===== config.mk =====
export PLATFORM = sky130hd
export DESIGN_NAME = chg_supervisor
export DESIGN_NICKNAME = d
export VERILOG_FILES = /design/src/rtl/chg_sup_pkg.sv /design/src/rtl/chg_deglitch.sv /design/src/rtl/chg_softstart.sv /design/src/rtl/chg_status.sv /design/src/rtl/chg_supervisor.sv
export SDC_FILE = /design/constraint.sdc
export NUM_CORES = 1
export LEC_CHECK = 0
export ABC_AREA = 1
export BUFFER_PORTS_ARGS = -buffer_cell sky130_fd_sc_hd__buf_2
export CORE_ASPECT_RATIO = 2
export CORE_MARGIN = 4
export CORE_UTILIZATION = 31
export CTS_CLUSTER_SIZE = 40
export DETAILED_ROUTE_END_ITERATION = 8
export GPL_TIMING_DRIVEN = 1
export SYNTH_ARGS = -nofsm -noshare
export SYNTH_HDL_FRONTEND = slang
export SYNTH_SLANG_ARGS = --single-unit

===== constraint.sdc =====
create_clock -name clk -period 1.3 [get_ports clk]
set_input_delay 0.325 -clock clk [delete_from_list [all_inputs] [get_ports clk]]
set_output_delay 0.325 -clock clk [all_outputs]
set_load 0.02 [all_outputs]

===== src/rtl/chg_sup_pkg.sv =====
`timescale 1ns/1ps
package chg_sup_pkg;
  localparam int unsigned SS_STEPS = 8;
  localparam int unsigned SS_W     = $clog2(SS_STEPS + 1);

  localparam int unsigned NUM_FLT   = 3;
  localparam int unsigned FLT_ACOV  = 0;
  localparam int unsigned FLT_TSHUT = 1;
  localparam int unsigned FLT_TS    = 2;

  typedef enum logic [1:0] {
    ST_OFF   = 2'd0,
    ST_ON    = 2'd1,
    ST_BLINK = 2'd2
  } stat_mode_e;
endpackage


===== src/rtl/chg_deglitch.sv =====
`timescale 1ns/1ps
// Asymmetric persistence filter: the output takes the input's level only
// after the input has differed from it for RISE_TICKS (0->1) or
// FALL_TICKS (1->0) consecutive edges.
module chg_deglitch #(
  parameter int unsigned RISE_TICKS = 1,
  parameter int unsigned FALL_TICKS = 1
) (
  input  logic clk,
  input  logic rst_n,
  input  logic clr_i,
  input  logic raw_i,
  output logic q_o
);
  localparam int unsigned MAXT = (RISE_TICKS > FALL_TICKS) ? RISE_TICKS : FALL_TICKS;
  localparam int unsigned CW   = $clog2(MAXT + 1);

  logic [CW-1:0] cnt;
  logic [CW-1:0] lim;

  assign lim = q_o ? CW'(FALL_TICKS - 1) : CW'(RISE_TICKS - 1);

  always_ff @(posedge clk) begin
    if (!rst_n) begin
      q_o <= 1'b0;
      cnt <= '0;
    end else if (clr_i) begin
      q_o <= 1'b0;
      cnt <= '0;
    end else if (raw_i == q_o) begin
      cnt <= '0;
    end else if (cnt == lim) begin
      q_o <= raw_i;
      cnt <= '0;
    end else begin
      cnt <= cnt + 1'b1;
    end
  end

  // Shared by the sleep, power-good and fault filters.
  assert_rise_window_R5: assert property (@(posedge clk) disable iff (!rst_n)
    $rose(q_o) |-> ($past(cnt) == CW'(RISE_TICKS - 1)));
  assert_fall_window_R6: assert property (@(posedge clk) disable iff (!rst_n)
    $fell(q_o) |-> ($past(clr_i) || ($past(cnt) == CW'(FALL_TICKS - 1))));
endmodule


===== src/rtl/chg_softstart.sv =====
`timescale 1ns/1ps
module chg_softstart import chg_sup_pkg::*; #(
  parameter int unsigned STEP_TICKS = 1600
) (
  input  logic            clk,
  input  logic            rst_n,
  input  logic            run_i,
  output logic [SS_W-1:0] code_o
);
  localparam int unsigned SC_W = $clog2(STEP_TICKS + 1);

  logic [SC_W-1:0] cnt;

  always_ff @(posedge clk) begin
    if (!rst_n || !run_i) begin
      code_o <= '0;
      cnt    <= '0;
    end else if (code_o == '0) begin
      code_o <= SS_W'(1);
      cnt    <= '0;
    end else if (code_o != SS_W'(SS_STEPS)) begin
      if (cnt == SC_W'(STEP_TICKS - 1)) begin
        code_o <= code_o + 1'b1;
        cnt    <= '0;
      end else begin
        cnt <= cnt + 1'b1;
      end
    end
  end

  assert_code_max_R9: assert property (@(posedge clk) disable iff (!rst_n)
    code_o <= SS_W'(SS_STEPS));
  assert_single_step_R9: assert property (@(posedge clk) disable iff (!rst_n)
    (code_o != $past(code_o)) |-> ((code_o == '0) || (code_o == SS_W'($past(code_o) + 1'b1))));
  assert_zero_on_stop_R10: assert property (@(posedge clk) disable iff (!rst_n)
    !run_i |=> (code_o == '0));
endmodule


===== src/rtl/chg_status.sv =====
`timescale 1ns/1ps
module chg_status import chg_sup_pkg::*; #(
  parameter int unsigned BLINK_TICKS = 1000000
) (
  input  logic       clk,
  input  logic       rst_n,
  input  stat_mode_e mode_i,
  output logic       stat_n_o
);
  localparam int unsigned HALF = (BLINK_TICKS / 2 < 1) ? 1 : BLINK_TICKS / 2;
  localparam int unsigned BW   = $clog2(HALF + 1);

  logic [BW-1:0] cnt;
  logic          ph;

  always_ff @(posedge clk) begin
    if (!rst_n) begin
      cnt      <= '0;
      ph       <= 1'b0;
      stat_n_o <= 1'b1;
    end else begin
      if (mode_i != ST_BLINK) begin
        cnt <= '0;
        ph  <= 1'b0;
      end else if (cnt == BW'(HALF - 1)) begin
        cnt <= '0;
        ph  <= ~ph;
      end else begin
        cnt <= cnt + 1'b1;
      end
      case (mode_i)
        ST_ON:    stat_n_o <= 1'b0;
        ST_BLINK: stat_n_o <= ph;
        default:  stat_n_o <= 1'b1;
      endcase
    end
  end

  assert_phase_hold_R12: assert property (@(posedge clk) disable iff (!rst_n)
    (ph != $past(ph)) |-> (($past(cnt) == BW'(HALF - 1)) || ($past(mode_i) != ST_BLINK)));
  assert_dark_when_off_R11: assert property (@(posedge clk) disable iff (!rst_n)
    !stat_n_o |-> ($past(mode_i) != ST_OFF));
endmodule


===== src/rtl/chg_supervisor.sv =====
`timescale 1ns/1ps
module chg_supervisor import chg_sup_pkg::*; #(
  parameter int unsigned PWRUP_TICKS       = 30000,
  parameter int unsigned SLEEP_ENTER_TICKS = 100000,
  parameter int unsigned SLEEP_EXIT_TICKS  = 30000,
  parameter int unsigned PG_ON_TICKS       = 30000,
  parameter int unsigned PG_OFF_TICKS      = 1,
  parameter int unsigned ACOV_ON_TICKS     = 1000,
  parameter int unsigned ACOV_OFF_TICKS    = 1000,
  parameter int unsigned TSHUT_ON_TICKS    = 100,
  parameter int unsigned TSHUT_OFF_TICKS   = 10000,
  parameter int unsigned TS_ON_TICKS       = 400000,
  parameter int unsigned TS_OFF_TICKS      = 20000,
  parameter int unsigned SS_STEP_TICKS     = 1600,
  parameter int unsigned BLINK_TICKS       = 1000000
) (
  input  logic            clk,
  input  logic            rst_n,
  input  logic            en_i,
  input  logic            uvlo_i,
  input  logic            vcc_low_i,
  input  logic            in_below_out_i,
  input  logic            acov_i,
  input  logic            reg_good_i,
  input  logic            tshut_i,
  input  logic            ts_fault_i,
  output logic            chg_allow_o,
  output logic [SS_W-1:0] iref_code_o,
  output logic            pg_n_o,
  output logic            stat_n_o
);
  localparam int unsigned PWR_W = $clog2(PWRUP_TICKS + 1);
  localparam int unsigned FLT_RISE [NUM_FLT] = '{ACOV_ON_TICKS, TSHUT_ON_TICKS, TS_ON_TICKS};
  localparam int unsigned FLT_FALL [NUM_FLT] = '{ACOV_OFF_TICKS, TSHUT_OFF_TICKS, TS_OFF_TICKS};

  logic               en_d;
  logic               en_fall;
  logic               sleep_q;
  logic               src_good_q;
  logic [NUM_FLT-1:0] flt_raw;
  logic [NUM_FLT-1:0] flt_q;
  logic [PWR_W-1:0]   pwr_cnt;
  logic               pwr_ok;
  logic               allow_d;
  stat_mode_e         mode;

  assign en_fall = en_d & ~en_i;

  // Sleep: input at or below output, slow to enter, faster to leave.
  chg_deglitch #(.RISE_TICKS(SLEEP_ENTER_TICKS), .FALL_TICKS(SLEEP_EXIT_TICKS)) u_sleep (
    .clk(clk), .rst_n(rst_n), .clr_i(1'b0), .raw_i(in_below_out_i), .q_o(sleep_q));

  // Source-good for the power-good pin: fast drop, slow return.
  chg_deglitch #(.RISE_TICKS(PG_ON_TICKS), .FALL_TICKS(PG_OFF_TICKS)) u_src_good (
    .clk(clk), .rst_n(rst_n), .clr_i(1'b0), .raw_i(~in_below_out_i), .q_o(src_good_q));

  assign flt_raw[FLT_ACOV]  = acov_i;
  assign flt_raw[FLT_TSHUT] = tshut_i;
  assign flt_raw[FLT_TS]    = ts_fault_i;

  for (genvar g = 0; g < NUM_FLT; g++) begin : g_flt
    chg_deglitch #(.RISE_TICKS(FLT_RISE[g]), .FALL_TICKS(FLT_FALL[g])) u_flt (
      .clk(clk), .rst_n(rst_n), .clr_i(en_fall), .raw_i(flt_raw[g]), .q_o(flt_q[g]));
  end

  assign pwr_ok = (pwr_cnt == PWR_W'(PWRUP_TICKS));

  assign allow_d = en_i && !uvlo_i && !vcc_low_i && reg_good_i && !sleep_q
                && (flt_q == '0) && pwr_ok;

  always_ff @(posedge clk) begin
    if (!rst_n) begin
      en_d        <= 1'b0;
      pwr_cnt     <= '0;
      chg_allow_o <= 1'b0;
      pg_n_o      <= 1'b1;
    end else begin
      en_d        <= en_i;
      chg_allow_o <= allow_d;
      pg_n_o      <= !(src_good_q && !uvlo_i && !sleep_q);
      if (uvlo_i)      pwr_cnt <= '0;
      else if (!pwr_ok) pwr_cnt <= pwr_cnt + 1'b1;
    end
  end

  always_comb begin
    if (uvlo_i || sleep_q)                               mode = ST_OFF;
    else if (chg_allow_o)                                mode = ST_ON;
    else if (!en_i || flt_q[FLT_ACOV] || flt_q[FLT_TS])  mode = ST_BLINK;
    else                                                 mode = ST_OFF;
  end

  chg_softstart #(.STEP_TICKS(SS_STEP_TICKS)) u_ramp (
    .clk(clk), .rst_n(rst_n), .run_i(chg_allow_o), .code_o(iref_code_o));

  chg_status #(.BLINK_TICKS(BLINK_TICKS)) u_stat (
    .clk(clk), .rst_n(rst_n), .mode_i(mode), .stat_n_o(stat_n_o));

  assert_allow_gates_R1: assert property (@(posedge clk) disable iff (!rst_n)
    chg_allow_o |-> $past(en_i && !uvlo_i && !vcc_low_i && reg_good_i));
  assert_pg_qualified_R4: assert property (@(posedge clk) disable iff (!rst_n)
    !pg_n_o |-> $past(!uvlo_i));
  assert_no_ramp_idle_R9: assert property (@(posedge clk) disable iff (!rst_n)
    (iref_code_o != '0) |-> $past(chg_allow_o));
endmodule


==> summary.txt, run 1 <==
Clocking
  – Root buf cell: clkbuf_16
  – Clock buffer count from CTS: 17
  – CTS tree: done
  – Clock transition at path regs: 0.06 ns
  – Worst-skew pair later-pin latency: approximately 0.42 ns
  – Clock Sinks: 134
  – Hold_buf cts: 0
  – CTS HTree Levels: 4
  – CTS max path bufs: 2

Die
  – Die ar.: ~24,000 sq um
  – Row count: 75
  – Core area: 21,000 sq um
  – Die width: 111 microns
  – Initial Utilization: 31.5%
  – Chip Height: 215 microns
  – I/O Pins: 17

Timing
  – PnR worst setup slack: -0.0710 ns
  – Slew HR: 68.8%
  – Clock Skew: 0.00908 ns
  – Tcrit/Tclk final: 105%
  – Peak Freq: 0.729 GHz
  – Max Slew Vio Count: 0
  – Setup violations, final: 40
  – Minimum clock period: 1.37 ns
  – RSZ-0062 raised after global routing: true
  – Final Hold Vio Count: 0
  – Min Hold Slack: 0.169 ns
  – Worst Tran Pin Value: 0.466 ns

Cells and area
  – Filler cells: approximately 2,000
  – Commonest non-fill, non-tap cells in the layout: 165 x nand2_1, 159 x buf_4, 134 x nor2_1
  – Commonest non-fill, non-tap cell in the layout: nand2_1
  – Area delta synth->final: 54.6%
  – Fraction of layout cells with a size suffix above 1: 40.9%
  – Area of the multi-input gates: 4400 sq um
  – Diode count: 0
  – Layout Nets: around 1,200
  – Seq. cell area: 2780 sq um
  – Post-layout util: approximately 49%
  – Layout Cells excl Fill: around 1,400

Drt
  – Drt drc: 0
  – Vias: 6,683
  – Iteration-0 DRC count of the detailed router: 196
  – Final WL: 18,400 microns
  – Avg Vias per Cell: between 4 and 5
  – WL/cell: 12.9 microns
  – Initial DRT Pass Iterations: 5
  – Antenna Nets Post-Route: 0

Placed design
  – Gp weighted congestion: 0.817
  – Detailed-placement wirelength estimate: 11,900 microns
  – Dpl cells: 1,354
  – PortBufs: 16

Hold path
  – Hold Crit Class: in -> reg

Worst setup path
  – CP dominant cell by count: inv_4
  – CP Max Fanout: 6
  – CP endpoint kind: flip-flop
  – Worst path cell trace: inv_4, ha_4, nand3_4, inv_4, nor2_4, nand2_4, inv_4, nand2_2, a21oi_2
  – Slowest cell on the critical path: dfxtp_4
  – Delay-heaviest family, CP: simple AND/OR/NAND/NOR gates
  – Worst Path Buf+Inv: 3
  – CP max stage delay: around 0.36 ns
  – Critical Path AT: about 1.7 ns
  – WS Path Type: reg -> reg
  – WP data required: ~1.7 ns
  – Crit path launch type: flip-flop

Logic synthesis
  – Register area share after synthesis: 40.6%
  – Synth Register Bits: 134
  – Post-synth cell types: 32
  – Syn nets: 961
  – Synth async-reset ratio: 0%
  – Cell Area, Synth: 6610 sq um
  – Dominant synthesized flop cell: dfxtp_1
  – Yosys warnings: 0
  – Mapped Cells: 940
  – Syn Area/Cell: 7.03 sq um
  – Number of enable flip-flop cells after synthesis: 0

Status
  – Status: finished, violations left
  – Failing checks: setup timing

Global routing
  – Largest net degree at the start of global routing: 19
  – Initial antenna violation count: 0
  – First-pass GRT wire length: 29,100 microns
  – Vias in the first global route: 6,733
  – GRT Resource Usage Total: 14.6%
  – Global route total overflow: 0

Pwr
  – Pwr dens: around 1000 nW/um^2
  – Max VDD drop: 705 uV
  – Leak: 3.82 nW

Job
  – Max Cap Viol: 0
## routing by layer
metal / track usage [%] / share of wire (%) / up-vias
met5: 0 / 0 / -
met4: 8.08 / 3.8 / 0
met3: 2.17 / 1.8 / 51
met2: 29.8 / 59 / 97
met1: 13.2 / 35 / 3134
li1: - / - / 3401
## cell families (layout without fill, tap and decap cells)
kind of cell,Yosys count,after routing,share of synthesized area (%)
AND/OR/NAND/NOR,528,535,35.1
AO/OA/AOI/OAI,70,70,5.58
flip-flops,134,134,40.6
XOR/XNOR,66,66,8.74
adder cells (fa/ha/maj),11,11,2.08
buffers and inverters,131,344,7.95
## state kept, by name, summed over array words and instances, names as in the netlist
| name | cells |
|---|---|
| u_stat.stat_n_o | 1 |
| pwr_cnt | 15 |
| g_flt.u_flt.cnt | 43 |
| u_sleep.cnt | 17 |
| pg_n_o | 1 |
| u_ramp.cnt | 11 |
| u_stat.cnt | 19 |
| g_flt.u_flt.q_o | 3 |
| u_stat.ph | 1 |
| chg_allow_o | 1 |
| u_ramp.code_o | 4 |
| en_d | 1 |
| u_src_good.q_o | 1 |
| u_sleep.q_o | 1 |
| u_src_good.cnt | 15 |
## worst min-delay path, stage by stage
cell	delay, ns
buf_2	0.11
nand3_1	0.07
nor3_1	0.04
## path summary, 6_finish.rpt
| kind | startpoint | endpoint | slack [ns] | depth (start not counted) |
|---|---|---|---|---|
| hold reg to reg | pwr_cnt[13]$_SDFFE_PP0P_ | pwr_cnt[13]$_SDFFE_PP0P_ | 0.46 | 2 |
| setup reg to reg | u_ramp.code_o[0]$_SDFFE_PP0P_ | u_ramp.code_o[2]$_SDFFE_PP0P_ | -0.07 | 9 |
| hold / removal | reg_good_i | chg_allow_o$_SDFF_PN0_ | 0.17 | 3 |
| setup / recovery | u_ramp.code_o[0]$_SDFFE_PP0P_ | u_ramp.code_o[2]$_SDFFE_PP0P_ | -0.07 | 9 |
## power breakdown
part / internal (mW) / switching (mW) / total (mW)
clock: 3.76 / 1.88 / 5.64
sequential: 4.12 / 0.0309 / 4.15
combinational: 0.189 / 0.228 / 0.417
## cell usage after synthesis, types with 2 or more instances
library cell  count  area share (%)
nand2_1         193              11
nor2_1          190              11
dfxtp_1         134              41
inv_1           119             6.8
nand3_1          68             5.1
xor2_1           50             6.6
a21oi_1          39             3.0
o21ai_0          26             2.0
nand4_1          24             2.3
nor3_1           23             1.7
xnor2_1          16             2.1
ha_1             11             2.1
nor2_2            5            0.47
nand3b_1          4            0.45
nor3b_1           4            0.45
buf_6             3            0.51
inv_2             3            0.17
nand2_2           3            0.28
nand3_2           3            0.45
nand3_4           3            0.79
nor2_4            3            0.51
a31oi_1           2            0.19
buf_2             2            0.15
buf_4             2            0.23
o21a_1            2            0.23
or2_2             2            0.19
## layout make-up
type	instances	area share (%)
flip-flops and latches	134	27.2
clock inverters	11	2.14
inverters	122	4.70
clock buffers	21	4.60
repair buffers	190	15.0
multi-input cells	682	43.1
well taps	269	3.29
## stage by stage
step / power [mW] / setup TNS (ns) / setup slack [ns] / instance area (sq um)
5_1_grt: 10.5 / -6.89 / -0.149 / 10200
3_3_place_gp: 4.51 / -2.20 / -0.0702 / 8140
3_5_place_dp: 4.52 / -4.86 / -0.106 / 8140
6_report: 10.2 / -1.72 / -0.0710 / 10200
4_1_cts: 10.3 / -1.35 / -0.0607 / 9390
2_1_floorplan: 4.39 / -0.272 / -0.0207 / 6730
## what timing repair did
| action | 4_1_cts | 5_1_grt |
|---|---|---|
| buffers inserted | 17 | 21 |
| pin swaps | 23 | 63 |
| endpoints found under the setup margin | 116 | 126 |
| gates resized for setup | 106 | 192 |
| endpoints found under the hold margin | 0 | 0 |
| gates cloned | 5 | 4 |
(Power assumes the default switching activity.)
==> run 2: changes to the inputs <==
PLACE_DENSITY = 0.54   (was not set)
==> run 2 against run 1 <==
Sequential power is essentially flat. Setup slack lost 0.013 ns. Total power shrank 5.6%. Maximum frequency shrank 0.92%. Critical endpoint is now u_sleep.cnt[14]$_SDFF_PP0_. The run still ends with setup timing left. Largest power group unchanged. Highest routed layer unchanged. Non-clock buffer count grew 16. Global-route usage shrank 0.33 points. Utilization grew 2.3 points. Largest cell class unchanged. Via count is essentially flat. Sequential share of layout area shrank 0.91 points.
==> summary.txt, run 2 (synthesis results as in run 1) <==
Status
  – Status: finished, violations left
  – Failing checks: setup timing

Cells and area
  – Filler cells: just under 2,000
  – Diode count: 0
  – Biggest register: g_flt.u_flt.cnt
  – Fraction of layout cells with a size suffix above 1: 45.9%
  – Commonest non-fill, non-tap cells in the layout: 165 x nand2_1, 156 x buf_4, 119 x nor2_1
  – Layout Nets: between 1,000 and 1,500
  – Area delta synth->final: 61.9%
  – Leading registers by flop count: g_flt.u_flt.cnt x43, u_stat.cnt x19, u_sleep.cnt x17
  – Layout Cell Area excl Fill: 10,700 sq um
  – Largest register FFs: 43
  – Commonest non-fill, non-tap cell in the layout: nand2_1

Die
  – Die ar.: 23,900 sq um
  – Die width: 111 microns
  – Initial Utilization: between 30% and 40%
  – I/O Pins: 17
  – Core area: 21,000 sq um
  – Row count: 75
  – Chip Height: between 200 and 250 microns

Pwr
  – Switching part of the total power: ~23%
  – Logic pwr share: under 10%
  – Pwr dens: 901 nW/um^2
  – Leak: 3.97 nW
  – Psw: between 2 and 2.5 mW
  – Clock group share of total power: a little over half
  – Sequential power share: 42.8%
  – Cell internal pwr: 7.47 mW
  – Max VDD drop: around 900 uV

Worst setup path
  – Slowest cell on the critical path: dfxtp_2
  – Crit path launch type: flip-flop
  – Worst path cell trace: inv_2, nor3_2, buf_4, nand2_4, nor2_4, nand3_4, nand2_4, clkbuf_16, nor2_2
  – Delay-heaviest family, CP: simple AND/OR/NAND/NOR gates
  – Critical Path AT: 1.69 ns
  – CP Max Fanout: 6
  – CP max stage delay: 0.34 ns
  – WP data required: 1.61 ns
  – CP endpoint kind: flip-flop
  – CP dominant cell by count: nand2_4
  – WS Path Type: reg -> reg
  – Worst Path Buf+Inv: 3

Placed design
  – Placed instance area: around 8000 sq um
  – PortBufs: 16
  – Detailed-placement wirelength estimate: 12,100 microns
  – Gp weighted congestion: 0.841

Global routing
  – GRT Resource Usage Total: between 10% and 20%
  – First-pass GRT wire length: approximately 28,000 microns
  – Met2 usage: 28.9%
  – Global route total overflow: 0
  – Most crowded layer after global routing: met2
  – Met1 Use GR: 13.1%
  – GRT met3 Usage: 2.88%
  – Vias in the first global route: 6,546
  – Largest net degree at the start of global routing: 19
  – Initial antenna violation count: 0

Clocking
  – CTS HTree Levels: 4
  – Worst-skew pair later-pin latency: 0.42 ns
  – Clock Sinks: 134
  – Hold_buf cts: 0
  – Clock buffer count from CTS: 17
  – CTS max path bufs: 2
  – Root buf cell: clkbuf_16
  – CTS tree: done
  – Clock transition at path regs: around 0.060 ns

Timing
  – RSZ-0062 raised after global routing: true
  – Worst Tran Pin Value: 0.326 ns
  – Min Hold Slack: 0.154 ns
  – Final Hold Vio Count: 0
  – Peak Freq: ~0.72 GHz
  – PnR worst setup slack: -0.0838 ns
  – Tcrit/Tclk final: 106%
  – Minimum clock period: 1.38 ns
  – Slew HR: 78.1%
  – Clock Skew: 0.00733 ns
  – Setup violations, final: 52
  – Max Slew Vio Count: 0

Drt
  – Vias: 6,680
  – Avg Vias per Cell: 4.63
  – Antenna Nets Post-Route: 0
  – WL/cell: roughly 13 microns
  – Final WL: 18,300 microns
  – Iteration-0 DRC count of the detailed router: 318
  – Initial DRT Pass Iterations: 4
  – Drt drc: 0

Hold path
  – Hold Crit Class: in -> reg

Job
  – Max Cap Viol: 0
-- run 2: cell types whose count changed in the layout (fill, tap and decap cells not counted), moves of 10 or more --
cell     delta
nor2_4     +17
nor2_1     -15
dfxtp_4    +13
buf_6      +12
dfxtp_2    -12
nand3_1    -10
-- run 2: power by group through the flow --
stage | Sequential, mW | Clock (mW) | Combinational [mW]
2_1_floorplan | 4.24 | 0 | 0.148
3_3_place_gp | 4.24 | 0 | 0.291
3_5_place_dp | 4.24 | 0 | 0.294
4_1_cts | 4.15 | 5.19 | 0.356
5_1_grt | 4.13 | 5.37 | 0.504
6_report | 4.13 | 5.05 | 0.461
-- run 2: per-stage QoR --
step	setup slack (ns)	TNS [ns]	power, mW	cells	utilization (%)
2_1_floorplan	-0.0207	-0.272	4.39	940	-
4_1_cts	-0.0684	-1.95	9.70	1412	44.5
6_report	-0.0838	-2.26	9.64	1442	50.9
5_1_grt	-0.155	-8.29	10.0	1442	50.9
3_3_place_gp	-0.0991	-5.82	4.53	1357	39.1
3_5_place_dp	-0.146	-8.53	4.54	1357	39.1
-- run 2: final timing paths --
check	start	end	slack [ns]	cells after the start
max	u_sleep.cnt[10]$_SDFF_PP0_	u_sleep.cnt[14]$_SDFF_PP0_	-0.08	9
min	reg_good_i	chg_allow_o$_SDFF_PN0_	0.15	3
max reg2reg	u_sleep.cnt[10]$_SDFF_PP0_	u_sleep.cnt[14]$_SDFF_PP0_	-0.08	9
min reg2reg	pwr_cnt[4]$_SDFFE_PP0P_	pwr_cnt[4]$_SDFFE_PP0P_	0.47	2
-- run 2: worst register-to-register path, delay by kind of cell (launching register included) --
family	cells	cell delay (ns)
buffers and inverters	3	0.36
flip-flops	1	0.34
AND/OR/NAND/NOR	6	0.57
-- run 2: timing repair --
action                                  CTS  global route
pin swaps                                18            86
cloned                                    3             5
gates resized for setup                 100           304
setup buffers                            20            27
endpoints found under the setup margin  116           125
-- run 2: area by class of cell --
type	count	area [sq um]	share of cell area, %
repair buffers	206	1780	16.6
clock inverters	14	173	1.61
flip-flops and latches	134	2810	26.3
clock buffers	18	450	4.21
well taps	269	337	3.14
multi-input cells	679	4670	43.6
inverters	122	483	4.51
-- run 2: layer usage --
| layer | vias to the layer above | wire (microns) |
|---|---|---|
| met3 | 35 | 387 |
| li1 | 3414 | - |
| met1 | 3147 | 6310 |
| met4 | 0 | 507 |
| met5 | - | 0 |
| met2 | 84 | 11100 |
==> run 3: changes to the inputs <==
PLACE_DENSITY = 0.53   (was 0.54)
==> run 3 against run 2 <==
The flow still finishes with violations (setup timing). Total power fell by 1.1%. Via count fell by 1.2%. Flip-flop and latch count stayed put. Non-clock buffer count shrank 15. Clock power is 2% lower. Register-to-register slack about the same. Design area shrank 3.0%. Sequential power about the same. Worst hold slack gained 0.0030 ns. Global-route usage rose by 0.43 points. Sequential share of layout area rose by 0.69 points. Setup slack gained 0.0043 ns. Highest routed layer unchanged.
==> summary.txt, run 3 (synthesis results as in run 1) <==
Global routing
  – Vias in the first global route: 6,611
  – Largest net degree at the start of global routing: 17
  – First-pass GRT wire length: 28,700 microns
  – Global route total overflow: 0
  – Initial antenna violation count: 0
  – GRT Resource Usage Total: roughly 15%

Clocking
  – Worst-skew pair later-pin latency: between 0.4 and 0.5 ns
  – CTS tree: done
  – Clock Sinks: between 100 and 150
  – Clock buffer count from CTS: 17
  – Hold_buf cts: 0
  – CTS HTree Levels: 4
  – CTS max path bufs: 2
  – Root buf cell: clkbuf_16
  – Clock transition at path regs: ~0.060 ns

Timing
  – Final Hold Vio Count: 0
  – Setup violations, final: 42
  – Slew HR: 61.9%
  – Worst Tran Pin Value: between 0.5 and 0.6 ns
  – PnR worst setup slack: -0.0795 ns
  – Minimum clock period: approximately 1.4 ns
  – Min Hold Slack: around 0.16 ns
  – Tcrit/Tclk final: 106%
  – Peak Freq: roughly 0.72 GHz
  – Max Slew Vio Count: 0
  – Clock Skew: 0.00769 ns
  – RSZ-0062 raised after global routing: true

Drt
  – WL met1: ~6200 microns
  – Drt drc: 0
  – Met2 WL: around 11,000 microns
  – Initial DRT Pass Iterations: 7
  – Met3 wire length: 475 microns
  – Vias: 6,602
  – WL/cell: 12.5 microns
  – Antenna Nets Post-Route: 0
  – Iteration-0 DRC count of the detailed router: 236
  – Uppermost layer routed: met4
  – Avg Vias per Cell: between 4 and 5
  – Final WL: approximately 18,000 microns

Die
  – I/O Pins: 17
  – Core area: 21,000 sq um
  – Die ar.: 23,900 sq um
  – Die width: approximately 110 microns
  – Row count: 75
  – Chip Height: roughly 210 microns
  – Initial Utilization: a little under a third

Placed design
  – PortBufs: 16
  – Gp weighted congestion: 0.816
  – Dpl ws: -0.127 ns
  – Detailed-placement wirelength estimate: 12,300 microns

Worst setup path
  – CP max stage delay: 0.35 ns
  – Worst path cell trace: ha_4, nand3_4, inv_4, nand2_4, nor2_4, nand3_4, nand2_4, clkbuf_16, a21oi_2
  – Critical Path AT: around 1.7 ns
  – Slowest cell on the critical path: dfxtp_2
  – WP data required: 1.62 ns
  – CP endpoint kind: flip-flop
  – WS Path Type: reg -> reg
  – Crit path launch type: flip-flop
  – CP Max Fanout: 5

Cells and area
  – Largest register FFs: 43
  – Area delta synth->final: 57.0%
  – Commonest non-fill, non-tap cells in the layout: 162 x nand2_1, 153 x buf_4, 125 x nor2_1
  – Layout Nets: between 1,000 and 1,500
  – Biggest register: g_flt.u_flt.cnt
  – Commonest non-fill, non-tap cell in the layout: nand2_1
  – Leading registers by flop count: g_flt.u_flt.cnt x43, u_stat.cnt x19, u_sleep.cnt x17
  – Diode count: 0
  – Fraction of layout cells with a size suffix above 1: 44.7%

Pwr
  – Pwr dens: about 900 nW/um^2
  – Leak: 3.82 nW
  – Max VDD drop: between 800 and 900 uV

Job
  – Max Cap Viol: 0

Hold path
  – Hold Crit Class: in -> reg

Status
  – Failing checks: setup timing
  – Status: finished, violations left
-- run 3: cell types whose count changed in the layout (fill, tap and decap cells not counted), moves of 3 or more --
cell     delta
buf_4       -3
buf_6       -8
dfxtp_1     -4
dfxtp_2    +11
dfxtp_4     -7
nand2_1     -3
nand2_2     +4
nand3_1     +5
nand3_2     -3
nor2_1      +6
nor2_4      -8
-- run 3: timing repair --
action,in CTS,in global routing
setup endpoints to repair,109,122
setup buffers,14,18
cloned,5,4
gates resized for setup,99,267
endpoints found under the hold margin,0,0
pin swaps,37,91
-- run 3: critical path: cells and delay by family, from the launching register on --
family	cells	cell delay (ns)
AOI/OAI and AO/OA	1	0.03
adders and majority gates	1	0.15
buffers and inverters	2	0.25
and+or+nand+nor	5	0.49
DFF	1	0.35
-- run 3: report_power, final --
part | internal (mW) | leakage, nW | switching (mW)
Clock | 3.05 | 0.281 | 1.91
Sequential | 4.11 | 1.12 | 0.0303
Combinational | 0.208 | 2.42 | 0.232
Total | 7.37 | 3.82 | 2.17
-- run 3: metrics by stage --
step	TNS (ns)	util, %	power [mW]	instance area, sq um	instances
global placement	-4.47	39.2	4.53	8240	1362
CTS	-2.61	44.6	9.60	9370	1411
global route	-7.88	49.4	9.88	10400	1429
floorplan	-0.272	-	4.39	6730	940
finish	-1.51	49.4	9.54	10400	1429
detailed placement	-5.48	39.2	4.54	8240	1362
-- run 3: cell type report --
type / instances / area, sq um
well taps: 269 / 337
clock buffers: 19 / 443
flip-flops and latches: 134 / 2800
multi-input cells: 681 / 4580
inverters: 122 / 480
clock inverters: 13 / 156
repair buffers: 191 / 1580
fillers: 2025 / 10600
-- run 3: metal layers --
metal / global-route usage (%) / vias up
li1: - / 3383
met1: 12.6 / 3089
met2: 30.3 / 89
met3: 3.42 / 41
met4: 7.39 / 0
met5: 0 / -
-- run 3: path summary, 6_finish.rpt --
path,startpoint,endpoint,slack [ns],cells after the start
hold reg to reg,pwr_cnt[13]$_SDFFE_PP0P_,pwr_cnt[13]$_SDFFE_PP0P_,0.47,2
setup reg to reg,u_sleep.cnt[1]$_SDFF_PP0_,u_sleep.cnt[9]$_SDFF_PP0_,-0.08,9
setup / recovery,u_sleep.cnt[1]$_SDFF_PP0_,u_sleep.cnt[9]$_SDFF_PP0_,-0.08,9
hold / removal,reg_good_i,chg_allow_o$_SDFF_PN0_,0.16,3
